==> src/rtl/ced_pkg.sv <==
package ced_pkg;

  typedef enum logic [1:0] {
    CED_B0       = 2'd0,
    CED_B1       = 2'd1,
    CED_BOSE_LIN = 2'd2
  } ced_mode_e;

  function automatic int sym_width(ced_mode_e mode, int data_w, int mod_log2);
    if (mode == CED_BOSE_LIN) return mod_log2;
    return $clog2(data_w + 1);
  endfunction

endpackage

==> src/rtl/ced_popcnt.sv <==
module ced_popcnt #(
  parameter int DATA_W = 8,
  parameter int CNT_W  = 4
) (
  input  logic [DATA_W-1:0] data_i,
  output logic [CNT_W-1:0]  ones_o
);
  always_comb begin
    ones_o = '0;
    for (int i = 0; i < DATA_W; i++) begin
      ones_o = ones_o + CNT_W'(data_i[i]);
    end
  end
endmodule

==> src/rtl/ced_sym_enc.sv <==
module ced_sym_enc #(
  parameter int               DATA_W = 8,
  parameter ced_pkg::ced_mode_e MODE = ced_pkg::CED_B0,
  parameter int               CNT_W  = 4,
  parameter int               SYM_W  = 4
) (
  input  logic [CNT_W-1:0] ones_i,
  output logic [SYM_W-1:0] sym_o
);
  logic [CNT_W-1:0] zeros;

  assign zeros = CNT_W'(DATA_W) - ones_i;

  generate
    if (MODE == ced_pkg::CED_B1) begin : g_inv_ones
      assign sym_o = SYM_W'(~ones_i);
    end else begin : g_zero_count
      // Truncating to SYM_W keeps the count modulo 2**SYM_W in the shortened mode.
      assign sym_o = SYM_W'(zeros);
    end
  endgenerate
endmodule

==> src/rtl/ced_cmp.sv <==
module ced_cmp #(
  parameter int W = 4
) (
  input  logic [W-1:0] a_i,
  input  logic [W-1:0] b_i,
  output logic         diff_o
);
  assign diff_o = |(a_i ^ b_i);
endmodule

==> src/rtl/ced_symbol_check.sv <==
module ced_symbol_check #(
  parameter int                 DATA_W   = 8,
  parameter ced_pkg::ced_mode_e MODE     = ced_pkg::CED_B0,
  parameter int                 MOD_LOG2 = 2,
  localparam int                SYM_W    = ced_pkg::sym_width(MODE, DATA_W, MOD_LOG2)
) (
  input  logic [DATA_W-1:0] info_i,
  input  logic [SYM_W-1:0]  sym_i,
  output logic [SYM_W-1:0]  gen_sym_o,
  output logic              err_o
);
  localparam int CNT_W = $clog2(DATA_W + 1);

  logic [CNT_W-1:0] ones;

  ced_popcnt #(.DATA_W(DATA_W), .CNT_W(CNT_W)) u_popcnt (
    .data_i (info_i),
    .ones_o (ones)
  );

  ced_sym_enc #(.DATA_W(DATA_W), .MODE(MODE), .CNT_W(CNT_W), .SYM_W(SYM_W)) u_enc (
    .ones_i (ones),
    .sym_o  (gen_sym_o)
  );

  ced_cmp #(.W(SYM_W)) u_cmp (
    .a_i    (gen_sym_o),
    .b_i    (sym_i),
    .diff_o (err_o)
  );
endmodule

==> config.mk <==
export PLATFORM = sky130hd
export DESIGN_NAME = ced_symbol_check
export DESIGN_NICKNAME = d
export VERILOG_FILES = /design/src/rtl/ced_pkg.sv /design/src/rtl/ced_popcnt.sv /design/src/rtl/ced_sym_enc.sv /design/src/rtl/ced_cmp.sv /design/src/rtl/ced_symbol_check.sv
export SDC_FILE = /design/constraint.sdc
export NUM_CORES = 1
export LEC_CHECK = 0
export ABC_CLOCK_PERIOD_IN_PS = 4500
export BUFFER_PORTS_ARGS = -buffer_cell sky130_fd_sc_hd__buf_2
export CELL_PAD_IN_SITES_DETAIL_PLACEMENT = 0
export CELL_PAD_IN_SITES_GLOBAL_PLACEMENT = 1
export CORE_AREA = 2 2 39 41
export DETAILED_ROUTE_END_ITERATION = 10
export DIE_AREA = 0 0 41 43
export PLACE_DENSITY_LB_ADDON = 0.1
export SLEW_MARGIN = 30
export SYNTH_ARGS = -nofsm -noshare
export SYNTH_HDL_FRONTEND = slang
export SYNTH_HIERARCHICAL = 1
export SYNTH_SLANG_ARGS = --single-unit
==> constraint.sdc <==
create_clock -name vclk -period 4.5
set_input_delay 0.9 -clock vclk [all_inputs]
set_output_delay 0.9 -clock vclk [all_outputs]
set_load 0.01 [all_outputs]
Word level (Yosys, flattened, before mapping). Index checks and enable logic that the tools add are counted.

Register bits: 0. Latch bits: 0. Memory bits (writable): 0. Memory bits (read-only): 0. Input bits: 12. Word-level logic and storage cells: 10. Memories kept: 0.

$add $sub $neg: 8. Multipliers: 0. Divide/modulo/power cells: 0. $lt $le $gt $ge: 0. Eq/ne operators: 0. Shifts and indexed selects: 0. Mux-type cells: 0. Bitwise operators: 1. Reduce and logical (&&, ||, !) cells: 1.

Operators with widths (count): $add A4 B1 Y4 (6); $reduce_or A4 Y1 (1); $sub A4 B4 Y4 const A (1); $xor A4 B4 Y4 (1); $add A1 B1 Y2 (1).

Depth between registers and ports, before layout.
Depth after elaboration: 10. Gate-level depth with buffers: 14. Depth with buffers taken out: 14.

By module. Netlist, hierarchy kept.

Modules (own cells, without submodules): ced_popcnt (times used 1, cells each 24, area each 190.2 sq um); ced_sym_enc (times used 1, cells each 7, area each 55.1 sq um); ced_cmp (times used 1, cells each 5, area each 41.3 sq um).

Worst setup path after synthesis. No wires, ideal clock.

Path type: input-to-output. Start: in info_i[0]. End: out err_o. Arrival time: 3.986 ns. Setup slack: -0.386 ns. Stages on the path: 14. Path buffers: 0. Path through: inv_1 -> fa_1 -> fa_1 -> fa_1 -> inv_1 -> ha_1 -> inv_1 -> fa_1 -> inv_1 -> inv_1 -> ha_1 -> xnor2_1 -> xnor2_1 -> nand4_1.

Word-level cells in the longest chain between the ends: 10.

Ends and longest elaborated chain: from (decl) (line ced_symbol_check.sv:7) `input logic [DATA_W-1:0] info_i,`; $add A1 B1 Y2 (line ced_popcnt.sv:11) `ones_o = ones_o + CNT_W'(data_i[i]);`; $add A4 B1 Y4 (6 in series) (line ced_popcnt.sv:11); named net ones[1] (line ced_symbol_check.sv:14) `logic [CNT_W-1:0] ones;`; $sub A4 B4 Y4 (line ced_sym_enc.sv:12) `assign zeros = CNT_W'(DATA_W) - ones_i;`; named net gen_sym_o[2] (line ced_symbol_check.sv:9) `output logic [SYM_W-1:0] gen_sym_o,`; $xor A4 B4 Y4 (line ced_cmp.sv:8) `assign diff_o = |(a_i ^ b_i);`; $reduce_or A4 Y1 (line ced_cmp.sv:8); to (decl) (line ced_symbol_check.sv:10) `output logic err_o`.

The timed path passes the listed nets, and every way through them passes these cells.

Final worst setup path.
Start: in info_i[3]. End: out err_o.

Word-level cells in the longest chain between the ends: 8.

Ends and longest elaborated chain (line): $add A4 B1 Y4 (5 in series) (ced_popcnt.sv:11); named net ones[1] (ced_symbol_check.sv:14); $sub A4 B4 Y4 (ced_sym_enc.sv:12); $xor A4 B4 Y4 (ced_cmp.sv:8); $reduce_or A4 Y1 (ced_cmp.sv:8).

The timed path passes the listed nets, and every way through them passes these cells.

==> impl_metrics.json <==
{
  "diodes": 0,
  "cp_num_cells": 16,
  "met1Wirelength_microns": 203,
  "rsz0062_at_grt": "true",
  "core_sq_um": 1380,
  "powerDensity_nw_per_um2": 508,
  "yosysSeqAreaShare_pct": 0,
  "first_global_vias": 256,
  "setup.worst_path.class": "in -> out",
  "nets": 78,
  "grt_max_degree": 4,
  "status": "finished with violations",
  "drt_iter0_drc": 0,
  "regArea_sq_um": 0,
  "fin_util_pct": 35.5,
  "final-setup-viol-count": 4,
  "maxCapViolCount": 0,
  "hold_end": "err_o",
  "startpoint_type": "input pin",
  "p_int_uw": 140,
  "max_freq_ghz": 0.205,
  "yosysWarnings": 6,
  "area_growth_pct": 71.6,
  "crit_fanout": 2,
  "hpwl_microns": 474,
  "wl_met3_microns": 29,
  "power_switching_share_pct": 44.1,
  "io_pins": 17,
  "wl_met2_microns": 287,
  "dieArea_sq_um": 1760,
  "grt_first_pass_wirelength_microns": 876,
  "cp_common_cell": "inv_2",
  "critPathSlowestCell": "fa_1",
  "die_y_microns": 43,
  "wl_per_cell_microns": 7.22,
  "critPathRequiredTime_ps": 3600,
  "drive_gt1_share_pct": 58.9,
  "synthCells": 36,
  "power_uw": 250,
  "vias_per_cell": 3.63,
  "drv_slew": 0,
  "seqPwrFrac_pct": 0,
  "hp-class": "in -> out",
  "cpPeakStageDelay_ps": 540,
  "nClkBuffers": 0,
  "synth_cell_types": 10,
  "worstPathCellList": "buf_6 -> inv_2 -> fa_1 -> fa_1 -> fa_1 -> inv_2 -> ha_4 -> inv_2 -> fa_1 -> inv_2 -> inv_2 -> ha_4 -> xnor2_4 -> xnor2_1 -> nand4_1 -> buf_2",
  "grt_antenna_before_repair": 0,
  "grt_use_total_pct": 6.85,
  "postSynthAreaPerCell_sq_um": 7.96,
  "p_switching_uw": 110,
  "whs_path_depth": 4,
  "relSlewSlack_pct": 85.9,
  "place_area_sq_um": 429,
  "end_kind": "output pin",
  "grt_overflow": 0,
  "combPwrFrac_pct": 100.0,
  "worst-path-buf-inv": 7,
  "drc": 0,
  "setup_ws_ps": -371,
  "crit_family": "adder cells",
  "die_w_microns": 41,
  "rows": 14,
  "vdd_drop_max_mv": 0.137,
  "start_util_pct": 20.7,
  "gp_congestion": 0.579,
  "fillers": 149,
  "flops_and_latches": 0,
  "min_period_ps": 4870,
  "port_buffers": 17,
  "finalCritPeriodShare_pct": 108,
  "power_frac_clock_pct": 0,
  "netlist_area_sq_um": 287,
  "hp-start": "sym_i[2]",
  "final_area_sq_um": 492,
  "route.vias.total": 261,
  "tightest_slew_ps": 210,
  "dr.pass1.iters": 1,
  "setup.worst_path.start": "info_i[3]",
  "crit_arrival_ps": 3970,
  "violations": "setup timing",
  "syn-num-nets": 56,
  "hold_violations": 0,
  "ant_nets": 0,
  "p_leak_nw": 0.267,
  "top_layer": "met3",
  "hold_ws_ps": 2120,
  "wl_microns": 520
}
## repair_timing
item | CTS | global route
pin swaps | 5 | 1
setup endpoints to repair | 4 | 4
resized for setup | 13 | 1
hold buffers | 0 | 0
setup buffers | 1 | 0
## tightest hold or removal path, cell delays in order
cell,delay (ps)
buf_2,80
xnor2_1,60
nand4_1,50
buf_2,120
## cell usage after synthesis (all sizes together)
| library cell | count | share of area, % |
|---|---|---|
| buf | 1 | 2.6 |
| nor2b | 1 | 2.2 |
| nor3 | 1 | 3.5 |
| inv | 16 | 21 |
| fa | 4 | 28 |
| nand4 | 1 | 2.2 |
| a21oi | 1 | 1.7 |
| ha | 4 | 17 |
| xor2 | 1 | 3.1 |
| xnor2 | 6 | 18 |
## how the worst max path moves through the flow
stage	end
final	err_o
after global routing	err_o
after CTS	err_o
after detailed placement	err_o
after global placement	err_o
after floorplan	err_o
## cell families after synthesis
kind of cell	share of synthesized area, %
compound gates	1.75
xor+xnor	21.4
fa+ha+maj	45.4
buf+inv	23.6
simple gates	7.86
## stage by stage
| stage | std cells | setup TNS (ps) | worst slack (ps) |
|---|---|---|---|
| 4_1_cts | 72 | -834 | -413 |
| 3_3_place_gp | 71 | -1030 | -433 |
| 3_5_place_dp | 71 | -1150 | -477 |
| 5_1_grt | 72 | -1270 | -540 |
| 2_1_floorplan | 36 | -265 | -265 |
| 6_report | 72 | -703 | -371 |
## layout make-up
class | instances | area, sq um | area share [%]
inverter | 16 | 60.1 | 12.2
multi-input combinational | 19 | 284 | 57.8
tap | 16 | 20.0 | 4.07
timing repair buffer | 21 | 128 | 26.0
## routing by layer
| layer | track usage, % | vias up |
|---|---|---|
| met5 | 0 | - |
| met4 | 0 | 0 |
| met3 | 0 | 0 |
| met2 | 14.1 | 5 |
| met1 | 7.49 | 118 |
| li1 | - | 138 |
## power groups by stage
stage          clock (mW)  combinational [mW]  sequential [mW]
5_1_grt                 0               0.277                0
4_1_cts                 0               0.236                0
2_1_floorplan           0               0.134                0
3_5_place_dp            0               0.185                0
3_3_place_gp            0               0.184                0
6_report                0               0.250                0
## placed cells by master (no fill, tap or decap), drive strengths merged
cell / count
nor3: 1
nor2b: 1
buf: 21
a21oi: 1
xor2: 1
ha: 4
xnor2: 6
fa: 4
nand4: 1
inv: 16
Note: power is estimated with default switching activity, not from simulation.
